==> src/rtl/scl_desc_pkg.sv <==
// Shared types for the plane descriptor generator.
// Assumes 32-bit descriptor words and 16.16 source coordinates.
package scl_desc_pkg;

    localparam int WORD_W = 32;
    localparam int FRAC_W = 16;
    localparam logic [WORD_W-1:0] CTX_WORD = 32'hC0C0C0C0;

    // Scaling mode of one axis
    typedef enum logic [1:0] {
        AX_NONE = 2'd0,
        AX_POLY = 2'd1,
        AX_TRAP = 2'd2
    } axis_mode_e;

    // Descriptor steps in emission order; the control word goes last
    typedef enum logic [4:0] {
        ST_POS0, ST_SCLDIM, ST_SRCSZ, ST_BASE, ST_PITCH, ST_LBUF,
        ST_HPOLY, ST_VPOLY, ST_VPOLY_CTX, ST_HTRAP_S, ST_HTRAP_R,
        ST_VTRAP_S, ST_VTRAP_R, ST_VTRAP_CTX,
        ST_KER0, ST_KER1, ST_KER2, ST_KER3, ST_CTRL
    } step_e;

    // Pack two 16-bit values into one word: first at [15:0], second at [31:16]
    function automatic logic [WORD_W-1:0] pair_word(input logic [15:0] lo,
                                                    input logic [15:0] hi);
        return {hi, lo};
    endfunction

endpackage

==> src/rtl/scl_mode_sel.sv <==
// Per-axis scaling mode selection, scaling code and line-buffer size.
// Purely combinational. Assumes DIM_W <= SRC_INT_W.
module scl_mode_sel
    import scl_desc_pkg::*;
#(
    parameter int SRC_INT_W = 16,
    parameter int DIM_W     = 12,
    parameter int LBUF_W    = SRC_INT_W + 5
) (
    input  logic [SRC_INT_W-1:0] src_w_i,
    input  logic [SRC_INT_W-1:0] src_h_i,
    input  logic [DIM_W-1:0]     dst_w_i,
    input  logic [DIM_W-1:0]     dst_h_i,
    output axis_mode_e           h_mode,
    output axis_mode_e           v_mode,
    output logic                 unity,
    output logic [2:0]           scl_code,
    output logic [LBUF_W-1:0]    lbuf_size
);

    localparam logic [LBUF_W-1:0] ALIGN_M = LBUF_W'(31);

    logic [SRC_INT_W-1:0] dw_ext, dh_ext, widest;
    logic [LBUF_W-1:0]    lbuf_raw;

    // Compare one axis: grow, shrink or keep
    function automatic axis_mode_e pick(input logic [SRC_INT_W-1:0] s,
                                        input logic [SRC_INT_W-1:0] d);
        if (d > s)      return AX_POLY;
        else if (d < s) return AX_TRAP;
        else            return AX_NONE;
    endfunction

    // Mode per axis and the unity flag
    always_comb begin
        dw_ext = SRC_INT_W'(dst_w_i);
        dh_ext = SRC_INT_W'(dst_h_i);
        h_mode = pick(src_w_i, dw_ext);
        v_mode = pick(src_h_i, dh_ext);
        unity  = (h_mode == AX_NONE) && (v_mode == AX_NONE);
    end

    // Map the mode pair to the 3-bit scaling code
    always_comb begin
        case ({h_mode, v_mode})
            {AX_POLY, AX_POLY}: scl_code = 3'd0;
            {AX_TRAP, AX_POLY}: scl_code = 3'd1;
            {AX_POLY, AX_TRAP}: scl_code = 3'd2;
            {AX_TRAP, AX_TRAP}: scl_code = 3'd3;
            {AX_POLY, AX_NONE}: scl_code = 3'd4;
            {AX_NONE, AX_POLY}: scl_code = 3'd5;
            {AX_NONE, AX_TRAP}: scl_code = 3'd6;
            {AX_TRAP, AX_NONE}: scl_code = 3'd7;
            default:            scl_code = 3'd0;
        endcase
    end

    // Line-buffer bytes: widest line times 8 or 16, aligned up to 32
    always_comb begin
        widest   = (src_w_i > dw_ext) ? src_w_i : dw_ext;
        lbuf_raw = (v_mode == AX_TRAP) ? (LBUF_W'(widest) << 3)
                                       : (LBUF_W'(widest) << 4);
        lbuf_size = unity ? '0 : ((lbuf_raw + ALIGN_M) & ~ALIGN_M);
    end

endmodule

==> src/rtl/scl_seq_div.sv <==
// Restoring unsigned divider, one quotient bit per cycle, W cycles.
// Assumes den is nonzero; go is only raised while not busy.
module scl_seq_div #(
    parameter int W = 32
) (
    input  logic         clk,
    input  logic         rst_n,
    input  logic         go,
    input  logic [W-1:0] num,
    input  logic [W-1:0] den,
    output logic         busy,
    output logic         done,
    output logic [W-1:0] quo
);

    localparam int CNT_W = $clog2(W + 1);

    logic [W:0]       rem_q;
    logic [W-1:0]     den_q, num_q;
    logic [CNT_W-1:0] cnt_q;
    logic [W:0]       trial;

    assign trial = {rem_q[W-1:0], quo[W-1]};

    // Shift-subtract iteration and completion pulse
    always_ff @(posedge clk) begin
        if (!rst_n) begin
            rem_q <= '0;
            den_q <= '0;
            num_q <= '0;
            quo   <= '0;
            cnt_q <= '0;
            busy  <= 1'b0;
            done  <= 1'b0;
        end else begin
            done <= 1'b0;
            if (go && !busy) begin
                rem_q <= '0;
                quo   <= num;
                num_q <= num;
                den_q <= den;
                cnt_q <= CNT_W'(W);
                busy  <= 1'b1;
            end else if (busy) begin
                if (trial >= {1'b0, den_q}) begin
                    rem_q <= trial - {1'b0, den_q};
                    quo   <= {quo[W-2:0], 1'b1};
                end else begin
                    rem_q <= trial;
                    quo   <= {quo[W-2:0], 1'b0};
                end
                cnt_q <= cnt_q - 1'b1;
                if (cnt_q == CNT_W'(1)) begin
                    busy <= 1'b0;
                    done <= 1'b1;
                end
            end
        end
    end

    // The quotient is exact: q*d <= n < (q+1)*d (scale values, R5 and R6)
    p_div_exact_r5: assert property (@(posedge clk) disable iff (!rst_n)
        done |-> ((2*W)'(quo) * (2*W)'(den_q) <= (2*W)'(num_q)) &&
                 (((2*W)'(quo) + 1) * (2*W)'(den_q) > (2*W)'(num_q)));

endmodule

==> src/rtl/scl_plane_desc_gen.sv <==
// Plane descriptor generator: latches plane settings on start, checks them,
// then emits descriptor words with their offsets on a valid/ready port.
// The control word (offset 0) is emitted last with the final word count.
// Assumes a single outstanding request; start is ignored while busy.
module scl_plane_desc_gen
    import scl_desc_pkg::*;
#(
    parameter int DIM_W     = 12,
    parameter int SRC_INT_W = 16,
    parameter int ADDR_W    = 32,
    parameter int PITCH_W   = 16,
    parameter int KER_W     = 14,
    parameter int FMT_W     = 4,
    parameter int IDX_W     = 5
) (
    input  logic                          clk,
    input  logic                          rst_n,
    input  logic                          start,
    input  logic [SRC_INT_W+FRAC_W-1:0]   src_x,
    input  logic [SRC_INT_W+FRAC_W-1:0]   src_y,
    input  logic [SRC_INT_W+FRAC_W-1:0]   src_w,
    input  logic [SRC_INT_W+FRAC_W-1:0]   src_h,
    input  logic [DIM_W-1:0]              dst_x,
    input  logic [DIM_W-1:0]              dst_y,
    input  logic [DIM_W-1:0]              dst_w,
    input  logic [DIM_W-1:0]              dst_h,
    input  logic [FMT_W-1:0]              pix_fmt,
    input  logic [1:0]                    pix_order,
    input  logic                          is_cursor,
    input  logic [ADDR_W-1:0]             fb_base,
    input  logic [PITCH_W-1:0]            pitch,
    input  logic [ADDR_W-1:0]             lbm_base,
    input  logic [KER_W-1:0]              kernel_base,
    output logic                          out_valid,
    input  logic                          out_ready,
    output logic [WORD_W-1:0]             out_data,
    output logic [IDX_W-1:0]              out_index,
    output logic                          done,
    output logic                          error,
    output logic [SRC_INT_W+4:0]          lbm_size
);

    localparam int SRC_W  = SRC_INT_W + FRAC_W;
    localparam int LBUF_W = SRC_INT_W + 5;

    typedef enum logic [1:0] {PH_IDLE, PH_CHECK, PH_RUN} phase_e;

    phase_e              phase_q;
    step_e               step_q;
    logic [IDX_W-1:0]    idx_q;
    logic                have_q, wait_q;
    logic [WORD_W-1:0]   quo_q, scale_q;

    // Latched settings
    logic [SRC_W-1:0]    c_sx, c_sy, c_sw, c_sh;
    logic [DIM_W-1:0]    c_dx, c_dy, c_dw, c_dh;
    logic [FMT_W-1:0]    c_fmt;
    logic [1:0]          c_ord;
    logic                c_cur;
    logic [ADDR_W-1:0]   c_fb, c_lb;
    logic [PITCH_W-1:0]  c_pitch;
    logic [KER_W-1:0]    c_ker;

    axis_mode_e          h_mode, v_mode;
    logic                unity;
    logic [2:0]          scl_code;
    logic [LBUF_W-1:0]   lbuf;

    logic                present, needs_div, any_poly, reject;
    logic                div_go, div_busy, div_done;
    logic [WORD_W-1:0]   div_num, div_den, div_quo;
    logic [WORD_W-1:0]   ctrl_word, word;

    scl_mode_sel #(
        .SRC_INT_W (SRC_INT_W),
        .DIM_W     (DIM_W),
        .LBUF_W    (LBUF_W)
    ) u_mode (
        .src_w_i   (c_sw[SRC_W-1:FRAC_W]),
        .src_h_i   (c_sh[SRC_W-1:FRAC_W]),
        .dst_w_i   (c_dw),
        .dst_h_i   (c_dh),
        .h_mode    (h_mode),
        .v_mode    (v_mode),
        .unity     (unity),
        .scl_code  (scl_code),
        .lbuf_size (lbuf)
    );

    scl_seq_div #(.W(WORD_W)) u_div (
        .clk   (clk),
        .rst_n (rst_n),
        .go    (div_go),
        .num   (div_num),
        .den   (div_den),
        .busy  (div_busy),
        .done  (div_done),
        .quo   (div_quo)
    );

    assign lbm_size = lbuf;
    assign any_poly = (h_mode == AX_POLY) || (v_mode == AX_POLY);

    // Rejection rules evaluated on the latched settings
    assign reject = (|c_sx[FRAC_W-1:0]) || (|c_sy[FRAC_W-1:0]) ||
                    (|c_sw[FRAC_W-1:0]) || (|c_sh[FRAC_W-1:0]) ||
                    (c_cur && !unity) || (c_dw == '0) || (c_dh == '0);

    // Whether the current step contributes a word for these modes
    always_comb begin
        case (step_q)
            ST_SCLDIM:                         present = !unity;
            ST_LBUF:                           present = !unity && (v_mode != AX_NONE);
            ST_HPOLY:                          present = (h_mode == AX_POLY);
            ST_VPOLY, ST_VPOLY_CTX:            present = (v_mode == AX_POLY);
            ST_HTRAP_S, ST_HTRAP_R:            present = (h_mode == AX_TRAP);
            ST_VTRAP_S, ST_VTRAP_R,
            ST_VTRAP_CTX:                      present = (v_mode == AX_TRAP);
            ST_KER0, ST_KER1, ST_KER2, ST_KER3: present = any_poly;
            default:                           present = 1'b1;
        endcase
    end

    // Division operands for the steps that carry a quotient
    always_comb begin
        needs_div = 1'b1;
        div_num   = '0;
        div_den   = WORD_W'(1);
        case (step_q)
            ST_HPOLY, ST_HTRAP_S: begin
                div_num = {c_sw[SRC_W-1:FRAC_W], {FRAC_W{1'b0}}};
                div_den = WORD_W'(c_dw);
            end
            ST_VPOLY, ST_VTRAP_S: begin
                div_num = {c_sh[SRC_W-1:FRAC_W], {FRAC_W{1'b0}}};
                div_den = WORD_W'(c_dh);
            end
            ST_HTRAP_R, ST_VTRAP_R: begin
                div_num = '1;
                div_den = scale_q;
            end
            default: needs_div = 1'b0;
        endcase
    end

    assign div_go    = (phase_q == PH_RUN) && present && needs_div && !have_q && !wait_q;
    assign out_valid = (phase_q == PH_RUN) && present && (!needs_div || have_q);
    assign out_index = (step_q == ST_CTRL) ? '0 : idx_q;

    // Control word with the size field taken from the running count
    always_comb begin
        ctrl_word        = '0;
        ctrl_word[31]    = 1'b1;
        ctrl_word[29:24] = 6'(idx_q);
        ctrl_word[14:13] = c_ord;
        ctrl_word[10:8]  = scl_code;
        ctrl_word[7:5]   = scl_code;
        ctrl_word[4]     = unity;
        ctrl_word[3:0]   = 4'(c_fmt);
    end

    // Word contents per step
    always_comb begin
        word = '0;
        case (step_q)
            ST_POS0:   word = pair_word(16'(c_dx), 16'(c_dy));
            ST_SCLDIM: word = pair_word(16'(c_dw), 16'(c_dh));
            ST_SRCSZ:  word = pair_word(16'(c_sw[SRC_W-1:FRAC_W]), 16'(c_sh[SRC_W-1:FRAC_W]));
            ST_BASE:   word = WORD_W'(c_fb);
            ST_PITCH:  word = WORD_W'(c_pitch);
            ST_LBUF:   word = WORD_W'(c_lb);
            ST_HPOLY, ST_VPOLY: begin
                word[30]   = 1'b1;
                word[24:8] = quo_q[16:0];
            end
            ST_HTRAP_S, ST_VTRAP_S: word[28:8] = quo_q[20:0];
            ST_HTRAP_R, ST_VTRAP_R: word[15:0] = quo_q[15:0];
            ST_VPOLY_CTX, ST_VTRAP_CTX: word = CTX_WORD;
            ST_KER0, ST_KER1, ST_KER2, ST_KER3: word = WORD_W'(c_ker);
            ST_CTRL:   word = ctrl_word;
            default:   word = '0;
        endcase
    end
    assign out_data = word;

    // Request sequencing: latch, check, then walk the steps
    always_ff @(posedge clk) begin
        if (!rst_n) begin
            phase_q <= PH_IDLE;
            step_q  <= ST_POS0;
            idx_q   <= IDX_W'(1);
            have_q  <= 1'b0;
            wait_q  <= 1'b0;
            quo_q   <= '0;
            scale_q <= '0;
            done    <= 1'b0;
            error   <= 1'b0;
            c_sx <= '0; c_sy <= '0; c_sw <= '0; c_sh <= '0;
            c_dx <= '0; c_dy <= '0; c_dw <= '0; c_dh <= '0;
            c_fmt <= '0; c_ord <= '0; c_cur <= 1'b0;
            c_fb <= '0; c_lb <= '0; c_pitch <= '0; c_ker <= '0;
        end else begin
            case (phase_q)
                PH_IDLE: begin
                    if (start) begin
                        c_sx <= src_x; c_sy <= src_y; c_sw <= src_w; c_sh <= src_h;
                        c_dx <= dst_x; c_dy <= dst_y; c_dw <= dst_w; c_dh <= dst_h;
                        c_fmt <= pix_fmt; c_ord <= pix_order; c_cur <= is_cursor;
                        c_fb <= fb_base; c_lb <= lbm_base; c_pitch <= pitch;
                        c_ker <= kernel_base;
                        done    <= 1'b0;
                        error   <= 1'b0;
                        phase_q <= PH_CHECK;
                    end
                end
                PH_CHECK: begin
                    if (reject) begin
                        error   <= 1'b1;
                        done    <= 1'b1;
                        phase_q <= PH_IDLE;
                    end else begin
                        step_q  <= ST_POS0;
                        idx_q   <= IDX_W'(1);
                        have_q  <= 1'b0;
                        wait_q  <= 1'b0;
                        phase_q <= PH_RUN;
                    end
                end
                PH_RUN: begin
                    if (div_go) wait_q <= 1'b1;
                    if (div_done) begin
                        quo_q  <= div_quo;
                        have_q <= 1'b1;
                        wait_q <= 1'b0;
                    end
                    if (!present) begin
                        step_q <= step_e'(step_q + 5'd1);
                    end else if (out_valid && out_ready) begin
                        have_q <= 1'b0;
                        if (step_q == ST_HTRAP_S || step_q == ST_VTRAP_S)
                            scale_q <= quo_q;
                        if (step_q == ST_CTRL) begin
                            done    <= 1'b1;
                            phase_q <= PH_IDLE;
                        end else begin
                            idx_q  <= idx_q + 1'b1;
                            step_q <= step_e'(step_q + 5'd1);
                        end
                    end
                end
                default: phase_q <= PH_IDLE;
            endcase
        end
    end

    // Stalled words stay put
    p_hold_r10: assert property (@(posedge clk) disable iff (!rst_n)
        out_valid && !out_ready |=> out_valid && $stable(out_data) && $stable(out_index));

    // A rejected request never drives the stream
    p_silent_reject_r9: assert property (@(posedge clk) disable iff (!rst_n)
        error |-> !out_valid);

    // Accepting offset 0 ends the request
    p_ctrl_last_r2: assert property (@(posedge clk) disable iff (!rst_n)
        out_valid && out_ready && (out_index == '0) |=> done && !out_valid);

    // The divider is never restarted mid-division
    p_div_idle_r6: assert property (@(posedge clk) disable iff (!rst_n)
        div_go |-> !div_busy);

    // Line-buffer size aligned and at least eight bytes per output pixel
    p_lbuf_bounds_r8: assert property (@(posedge clk) disable iff (!rst_n)
        (phase_q == PH_RUN) && !unity |->
            (lbuf[4:0] == 5'd0) && (lbuf >= (LBUF_W'(c_dw) << 3)));

endmodule

==> config.mk <==
export PLATFORM = sky130hd
export DESIGN_NAME = scl_plane_desc_gen
export DESIGN_NICKNAME = d
export VERILOG_FILES = /design/src/rtl/scl_desc_pkg.sv /design/src/rtl/scl_mode_sel.sv /design/src/rtl/scl_seq_div.sv /design/src/rtl/scl_plane_desc_gen.sv
export SDC_FILE = /design/constraint.sdc
export NUM_CORES = 1
export LEC_CHECK = 0
export CAP_MARGIN = 30
export CORE_ASPECT_RATIO = 0.9
export CORE_MARGIN = 8
export CORE_UTILIZATION = 54
export CTS_CLUSTER_SIZE = 10
export DETAILED_ROUTE_END_ITERATION = 7
export HOLD_SLACK_MARGIN = 0.03
export PLACE_DENSITY = 0.81
export RECOVER_POWER = 25
export REMOVE_ABC_BUFFERS = 1
export SLEW_MARGIN = 20
export SYNTH_ARGS = -nofsm -noshare
export SYNTH_HDL_FRONTEND = slang
export SYNTH_SLANG_ARGS = --single-unit
==> constraint.sdc <==
create_clock -name clk -period 3.8 [get_ports clk]
set_input_delay 0.38 -clock clk [delete_from_list [all_inputs] [get_ports clk]]
set_output_delay 0.38 -clock clk [all_outputs]
set_load 0.05 [all_outputs]
======== Yosys cells after proc, flatten, opt, wreduce, memory -nomap -nowiden ========
Memories as Yosys holds them, arrays and structs flattened.
Index checks and enable logic that the tools add are counted.
storage, ports and cells
  register bits after elaboration ......... 429
  ROM bits ................................ 48
  input port bits ......................... 281
  output and inout bits ................... 61
  logic and storage cells ................. 204
  memories kept ........................... 1
cells by class
  $add $sub $neg .......................... 5
  $lt $le $gt $ge ......................... 6
  equality and inequality tests ........... 35
  muxes and demuxes ....................... 60
  bitwise operators ....................... 2
  reduce and logical (&&, ||, !) cells .... 64
memory list
  name              depth  width  rd ports  clocked after memory_dff  write ports  line                source
  (name not given)  16     3      1         0                         0            scl_mode_sel.sv:45  case ({h_mode, v_mode})
operators by type and width
  operator                                                          count
  32-bit case mux with 3 select lines                               2
  32-bit 2-to-1 mux                                                 3
  8-bit case mux with 11 select lines                               1
  8-bit case mux with 10 select lines                               1
  9-bit case mux with 8 select lines                                1
  16-bit OR reduction                                               4
  5-bit 2-to-1 mux                                                  9
  5-bit by 4-bit == test with 1-bit output (second input constant)  8
  33-bit by 32-bit >= comparator with 1-bit output                  1
  12-bit by 16-bit greater-than comparator with 1-bit output        2
  12-bit by 16-bit less-than comparator with 1-bit output           2
  32-bit subtractor                                                 1
  4-bit case mux with 7 select lines                                1
  12-bit zero test                                                  2
  21-bit by 5-bit adder with 21-bit output (second input constant)  1
  21-bit 2-to-1 mux                                                 1
  5-bit by 3-bit == test with 1-bit output (second input constant)  4
  20-bit 2-to-1 mux                                                 1
  5-bit case mux with 2 select lines                                2
  2-bit 2-to-1 mux                                                  9
  1-bit 2-to-1 mux                                                  17
  16-bit by 12-bit greater-than comparator with 1-bit output        1
  16-bit 2-to-1 mux                                                 1
  2-bit OR reduction                                                8
  35 further kinds                                                  89

======== Logic depth before layout (Yosys ltp) ========
Gate-level depths: netlist of run 1.
  depth in word-level cells ............... 15
  gate-level depth with buffers ........... 15
  depth with buffers taken out ............ 13

======== Cells and area by module ========
From an unflattened synthesis of run 1, not the netlist that was laid out.
unflattened totals
  cells, all modules ...................... 2805
  area, all modules ....................... 21612.0 sq um
modules (own cells, without submodules)
  module              times used  cells an instance  area each (sq um)  sequential area each (sq um)
  scl_plane_desc_gen  1           1776               13817.0            6506.2
  scl_seq_div         1           791                6224.7             2082.0
  scl_mode_sel        1           238                1570.3             0.0

======== Worst setup path before layout of run 1 ========
No wires, ideal clock.
  kind .................................... reg2out
  start ................................... register c_dw[11]
  end ..................................... output port lbm_size[6]
  arrival ................................. 3.903 ns
  required time ........................... 3.420 ns
  path slack .............................. -0.483 ns
  cell stages (with the launch flop) ...... 14
  path buffers ............................ 2
  cell sequence ........................... dfxtp_1 -> inv_1 -> ha_1 -> nand4_1 -> or3_1 -> o21a_1 -> o21ai_1 -> and2_1 -> buf_4 -> buf_2 -> mux2_2 -> nor2_1 -> xor2_1 -> a211oi_1
between the ends
  longest elaborated chain between the ends .. 6
  elaborated cells between the ends (all ways) .. 11
  those cells by class .................... add/sub (1); order compare (3); mux (5); reduce/logical (2)
RTL lines
  element                                                                                           line                       source
  start: declaration                                                                                scl_plane_desc_gen.sv:56   logic [DIM_W-1:0] c_dx, c_dy, c_dw, c_dh;
  start signal: assignment                                                                          scl_plane_desc_gen.sv:207  c_dx <= dst_x; c_dy <= dst_y; c_dw <= dst_w; c_dh <= dst_h;
  parallel branches: the longest is 5 deep, another holds 21-bit by 5-bit adder with 21-bit output  -
  21-bit 2-to-1 mux (*)                                                                             scl_mode_sel.sv:63         lbuf_size = unity ? '0 : ((lbuf_raw + ALIGN_M) & ~ALIGN_M);
  end: declaration                                                                                  scl_plane_desc_gen.sv:40   output logic [SRC_INT_W+4:0] lbm_size
Every way passes the cells marked *.

======== Worst setup path after layout of run 1 ========
  start ................................... register c_dw[3]
  end ..................................... output port lbm_size[7]
Same word-level chain as after synthesis.

==> results_dict.tcl, run 1 <==
set metrics [dict create \
    synth_ff_type "dfxtp_1" \
    antenna_found_initial 1 \
    post-place-cells 3451 \
    die-height_um 203 \
    required_ps 3420 \
    violations "DRC, capacitance limit, slew limit, setup timing" \
    p_switching_mw 3.27 \
    end_kind "output pin" \
    crit_type "reg -> out" \
    drc 10 \
    synth_edf_count 0 \
    place_area_um2 24900 \
    drtIter0Drc 2794 \
    max-clock-path-buffers 3 \
    slew_violations 79 \
    fmax_ghz 0.246 \
    htree_levels 2 \
    fin_cells 3550 \
    grt_pass1_vias 21412 \
    p_total_mw 11.3 \
    clk_latency_ps 590 \
    synthTopCellsByCount "nand2_1 (685), dfxtp_1 (429), a21oi_1 (374), clkbuf_1 (181), nor2_1 (109)" \
    rows 68 \
    min_period_over_period 1.07 \
    grt_pass1_wl_um 116000 \
    p_clk_frac 0.365 \
    hp-class "in -> reg" \
    rr_startpoint "phase_q[0]" \
    synth_area_per_cell_um2 7.70 \
    cap_violations 2 \
    coreArea_um2 38400 \
    initial_core_util 0.547 \
    cp-start-kind "register" \
    ys_types 81 \
    critical_path_arrival_ps 3680 \
    crit_fanout 6 \
    cts-root-buf "clkbuf_16" \
    top_level_ports 342 \
    cts.sinks 429 \
    dpl.hpwl_um 53700 \
    holdWs_ps 289 \
    cts_made_buffers 49 \
    cts_tree "built" \
    synth.most_common_cell "nand2_1" \
    ant_nets 0 \
    seq_area_um2 8610 \
    slew_headroom -0.607 \
    grt_usage 0.315 \
    vias_per_cell 6.24 \
    setup_viol 16 \
    status "finished, violations left" \
    final_area_um2 27100 \
    comb_power_share 0.211 \
    worstMarginPinSlew_ps 2410 \
    ys_seq_elements 429 \
    drive_gt1_frac 0.130 \
    seq_area_frac_synth 0.409 \
    num_vias 22135 \
    gp_congestion 0.966 \
    hp-start "rst_n" \
    fin_crit_ps 4060 \
    area_growth_pct 29.4 \
    netlist_area_um2 21000 \
    path_clk_slew_ps 50 \
    die-area_um2 45400 \
    ir_worst_vdd_mv 0.342 \
    hold_viol_final 0 \
    reg2reg_depth 6 \
    overflow 0 \
    leakage_nw 10.1 \
    powerDensity_nw_per_um2 417 \
    switching_share 0.289 \
    fill_cells 2974 \
    synth-warning-count 0 \
    nNetsFinal 3367 \
    multi_input_area_um2 11900 \
    seqPwrFrac 0.425 \
    r2r-end "c_sw[22]" \
    clock-skew-final_ps 28.0 \
    portBuffers 304 \
    rrSetupSlack_ps 110 \
    yosys.area.top_type "dfxtp_1" \
    synth_area_leaders "dfxtp_1 (41%), nand2_1 (12%), a21oi_1 (8.9%)" \
    drtPass1Iterations 8 \
    min_path_cells 3 \
    p_int_mw 8.04 \
    hold_buffers 0 \
    grt_setup_unrepaired "true" \
    ys_async_sr_fraction 0 \
    routedWlPerCell_um 21.3 \
    drt_wl_total_um 75500 \
    setup_slack_ps -257 \
    holdPathEnd "scale_q[18]" \
    grt_max_degree 104 \
    synth_top_area_frac 0.409 \
    die_w_um 224 \
    synth_cells 2725 \
]
==> what timing repair did <==
item                                    4_1_cts  5_1_grt
gates resized for setup                      75       71
cloned                                        2        0
buffers inserted                             17       21
endpoints found under the setup margin       17       22
pin swaps                                    26       38
==> cell families (layout without fill, tap and decap cells) <==
group | count (synthesis) | in the layout | synth area share
other | 1 | 6 | 0.000179
AOI/OAI and AO/OA | 767 | 767 | 0.234
buffers and inverters | 294 | 589 | 0.0548
xor gates and xnor gates | 42 | 42 | 0.0175
adders and majority gates | 70 | 70 | 0.0421
DFF | 429 | 429 | 0.409
muxes | 28 | 28 | 0.0136
and+or+nand+nor | 1094 | 1094 | 0.229
==> state kept, by name, summed over array words and instances, names as in the netlist, 5 cells and up <==
| signal | flops |
|---|---|
| c_dh | 12 |
| c_dw | 12 |
| c_dx | 12 |
| c_dy | 12 |
| c_fb | 32 |
| c_ker | 14 |
| c_lb | 32 |
| c_pitch | 16 |
| c_sh | 32 |
| c_sw | 32 |
| c_sx | 16 |
| c_sy | 16 |
| idx_q | 5 |
| quo_q | 32 |
| scale_q | 32 |
| step_q | 5 |
| u_div.cnt_q | 6 |
| u_div.den_q | 32 |
| u_div.quo | 32 |
| u_div.rem_q | 32 |
==> power groups by stage <==
| stage | Sequential, mW | Clock [mW] | Combinational, mW |
|---|---|---|---|
| 6_report | 4.81 | 4.13 | 2.39 |
| 5_1_grt | 4.82 | 4.31 | 2.51 |
| 4_1_cts | 4.80 | 4.13 | 2.21 |
| 3_5_place_dp | 4.89 | 0 | 1.99 |
| 3_3_place_gp | 4.88 | 0 | 1.95 |
| 2_1_floorplan | 4.89 | 0 | 1.08 |
==> critical path: stages (launching register included) <==
cell	delay, ps
dfxtp_2	340
inv_2	50
ha_4	230
buf_4	130
a21oi_1	280
a21oi_1	160
o21ai_2	220
and2_4	230
buf_8	130
buf_4	120
buf_6	90
mux2i_4	330
or3_4	200
buf_4	100
nand3_2	70
o21ai_2	220
buf_12	170
==> cells in the final DEF (no fill, tap or decap), types with 21 or more instances in the layout <==
| master | count |
|---|---|
| ha_1 | 59 |
| a222oi_1 | 47 |
| xnor2_1 | 24 |
| buf_4 | 162 |
| nor2_1 | 102 |
| inv_1 | 70 |
| nand2_1 | 683 |
| nand3_1 | 88 |
| a221oi_1 | 26 |
| a22oi_1 | 31 |
| a21oi_1 | 368 |
| clkbuf_16 | 51 |
| a211oi_1 | 42 |
| o31ai_1 | 27 |
| clkdlybuf4s50_1 | 254 |
| nor4_1 | 26 |
| a21o_1 | 22 |
| o21ai_0 | 74 |
| dfxtp_1 | 410 |
| buf_12 | 21 |
| nand4_1 | 61 |
==> metal layers <==
| metal | global-route usage | wire [um] |
|---|---|---|
| met4 | 0.160 | 3970 |
| met2 | 0.485 | 33300 |
| met5 | 0 | 0 |
| met3 | 0.0788 | 8010 |
| met1 | 0.406 | 30300 |
==> how the worst max path moves through the flow <==
stage	from	end	slack, ps	cells after the start
global route	c_dw[1]	lbm_size[12]	-370	15
CTS	c_dw[10]	lbm_size[15]	-120	15
global placement	c_dw[11]	lbm_size[6]	170	13
detailed placement	c_dw[11]	lbm_size[6]	110	13
finish	c_dw[3]	lbm_size[7]	-260	16
floorplan	rst_n	idx_q[1]	-2130	4
==> area by class of cell <==
type / instances / area share
Antenna cell: 1 / 0.0000922
Timing Repair Buffer: 451 / 0.160
Sequential cell: 429 / 0.317
Clock buffer: 54 / 0.0459
Multi-Input combinational cell: 2006 / 0.438
Clock inverter: 5 / 0.00253
Tap cell: 525 / 0.0242
Inverter: 79 / 0.0113
==> metrics by stage <==
stage | util | setup WS (ps) | setup TNS, ps
floorplan | - | -2130 | -550850
global route | 0.707 | -365 | -9110
finish | 0.707 | -257 | -2620
detailed placement | 0.649 | 108 | 0
global placement | 0.649 | 166 | 0
CTS | 0.696 | -123 | -985
No activity file was read; power rests on OpenSTA's default activity.
==> run 2, diff against run 1 <==
--- a/config.mk
+++ b/config.mk
@@ -7,7 +7,6 @@
 export LEC_CHECK = 0
 export CAP_MARGIN = 30
 export CORE_ASPECT_RATIO = 0.9
-export CORE_MARGIN = 8
 export CORE_UTILIZATION = 54
 export CTS_CLUSTER_SIZE = 10
 export DETAILED_ROUTE_END_ITERATION = 7
==> results_dict.tcl, run 2 (same netlist as run 1, synthesis figures left out) <==
set metrics [dict create \
    grt_setup_unrepaired "true" \
    worstMarginPinSlew_ps 2010 \
    critical_path_arrival_ps 3700 \
    holdWs_ps 283 \
    cap_violations 1 \
    reg2reg_depth 14 \
    grt_pass1_vias 20935 \
    startpoint "c_dw[1]" \
    violations "DRC, capacitance limit, slew limit, setup timing" \
    holdPathEnd "wait_q" \
    dpl.hpwl_um 50900 \
    status "finished, violations left" \
    p_total_mw 11.3 \
    htree_levels 2 \
    drt_wl_total_um 73000 \
    grt_pass1_wl_um 112000 \
    setup_viol 16 \
    p_clk_frac 0.370 \
    hold_viol_final 0 \
    switching_share 0.286 \
    drive_gt1_frac 0.124 \
    overflow 0 \
    clock-skew-final_ps 18.7 \
    grt_usage 0.358 \
    met1_usage 0.447 \
    slew_headroom -0.338 \
    drc 6 \
    tns_ps -2780 \
    leakage_nw 10.1 \
    cp-start-kind "register" \
    drtIter0Drc 2512 \
    drtPass1Iterations 8 \
    fin_crit_ps 4080 \
    comb_power_share 0.207 \
    die-area_um2 39600 \
    portBuffers 304 \
    p_switching_mw 3.24 \
    ir_worst_vdd_mv 0.301 \
    diodes 0 \
    final_common_cell "nand2_1" \
    use_met2 0.558 \
    crit_type "reg -> out" \
    r2r-end "u_div.quo[0]" \
    path_clk_slew_ps 60 \
    max-clock-path-buffers 3 \
    most-common-layout-cells "nand2_1 (683), dfxtp_1 (414), a21oi_1 (365), clkdlybuf4s50_1 (255), buf_4 (142)" \
    grt_max_degree 107 \
    crit_fanout 6 \
    hp-class "in -> reg" \
    min_period_over_period 1.07 \
    end_kind "output pin" \
    rr_startpoint "c_dw[1]" \
    cts-root-buf "clkbuf_16" \
    min_path_cells 2 \
    vias_per_cell 6.21 \
    powerDensity_nw_per_um2 418 \
    seqPwrFrac 0.424 \
    hp-start "rst_n" \
    required_ps 3420 \
    grt_use_met3 0.0990 \
    rows 68 \
    fmax_ghz 0.245 \
    cts_tree "built" \
    num_vias 21740 \
    die_w_um 210 \
    routedWlPerCell_um 20.9 \
    busiest_layer "met2" \
    coreArea_um2 38300 \
    die-height_um 189 \
    p_int_mw 8.08 \
    initial_core_util 0.548 \
    nNetsFinal 3354 \
    area_growth_pct 29.1 \
    top_level_ports 342 \
    ant_nets 0 \
    gp_congestion 1.00 \
    clk_latency_ps 600 \
    cts.sinks 429 \
    antenna_found_initial 0 \
    cts_made_buffers 49 \
    rrSetupSlack_ps 50 \
    hold_buffers 0 \
    fin_util 0.707 \
    setup_slack_ps -284 \
    slew_violations 34 \
]
==> run 2: cell types whose count changed in the layout (fill, tap and decap cells not counted), sizes merged <==
cell | previous run | this run
clkbuf | 58 | 60
clkinv | 3 | 2
clkdlybuf4s50 | 254 | 255
inv | 81 | 79
diode | 1 | 0
buf | 193 | 179
==> run 2: what timing repair did <==
| action | 4_1_cts | 5_1_grt |
|---|---|---|
| pin swaps | 19 | 25 |
| buffers inserted | 20 | 8 |
| gates resized for setup | 89 | 44 |
| endpoints found under the setup margin | 17 | 19 |
==> run 2: critical path: stages, from the launching register on <==
cell and delay (ps):
dfxtp_2 320, inv_1 40, ha_1 280, nor2b_1 160, o211ai_1 130, buf_4 180, a21oi_4 130, o21ai_2 100
buf_4 170, a2111oi_4 320, a211oi_2 80, nor3_2 200, buf_6 130, buf_12 100, nand4_1 110, mux2_4 330
a21oi_4 160, buf_12 160
==> run 2: worst max-delay path by stage <==
stage,to
finish,lbm_size[17]
detailed placement,lbm_size[17]
CTS,lbm_size[15]
global route,lbm_size[12]
floorplan,idx_q[1]
global placement,lbm_size[17]
==> run 2: cell type report <==
type	count	area [um^2]
Fill cell	3014	11200
Tap cell	490	613
Inverter	79	304
Sequential cell	429	8610
Multi-Input combinational cell	2006	11800
Clock buffer	56	1290
Clock inverter	2	46.3
Timing Repair Buffer	438	4370
==> run 2: per-layer routing <==
layer	vias to the layer above	part of all wire
met5	-	0
met4	0	0.054
met3	264	0.12
met2	1155	0.44
met1	10161	0.39
li1	10160	-
==> run 2: metrics by stage <==
step                      instances  instance area [um^2]  setup WS, ps
after global placement         3415                 24900           129
after detailed placement       3416                 24900          47.2
after CTS                      3493                 26800          -160
final                          3500                 27100          -284
after global routing           3500                 27100          -398
after floorplan                2514                 20100         -2130
==> run 2: power by group through the flow <==
stage | registers [mW] | clock network (mW) | logic [mW]
finish | 4.80 | 4.19 | 2.34
global route | 4.82 | 4.40 | 2.47
CTS | 4.80 | 4.22 | 2.20
detailed placement | 4.89 | 0 | 1.99
global placement | 4.88 | 0 | 1.95
floorplan | 4.89 | 0 | 1.08
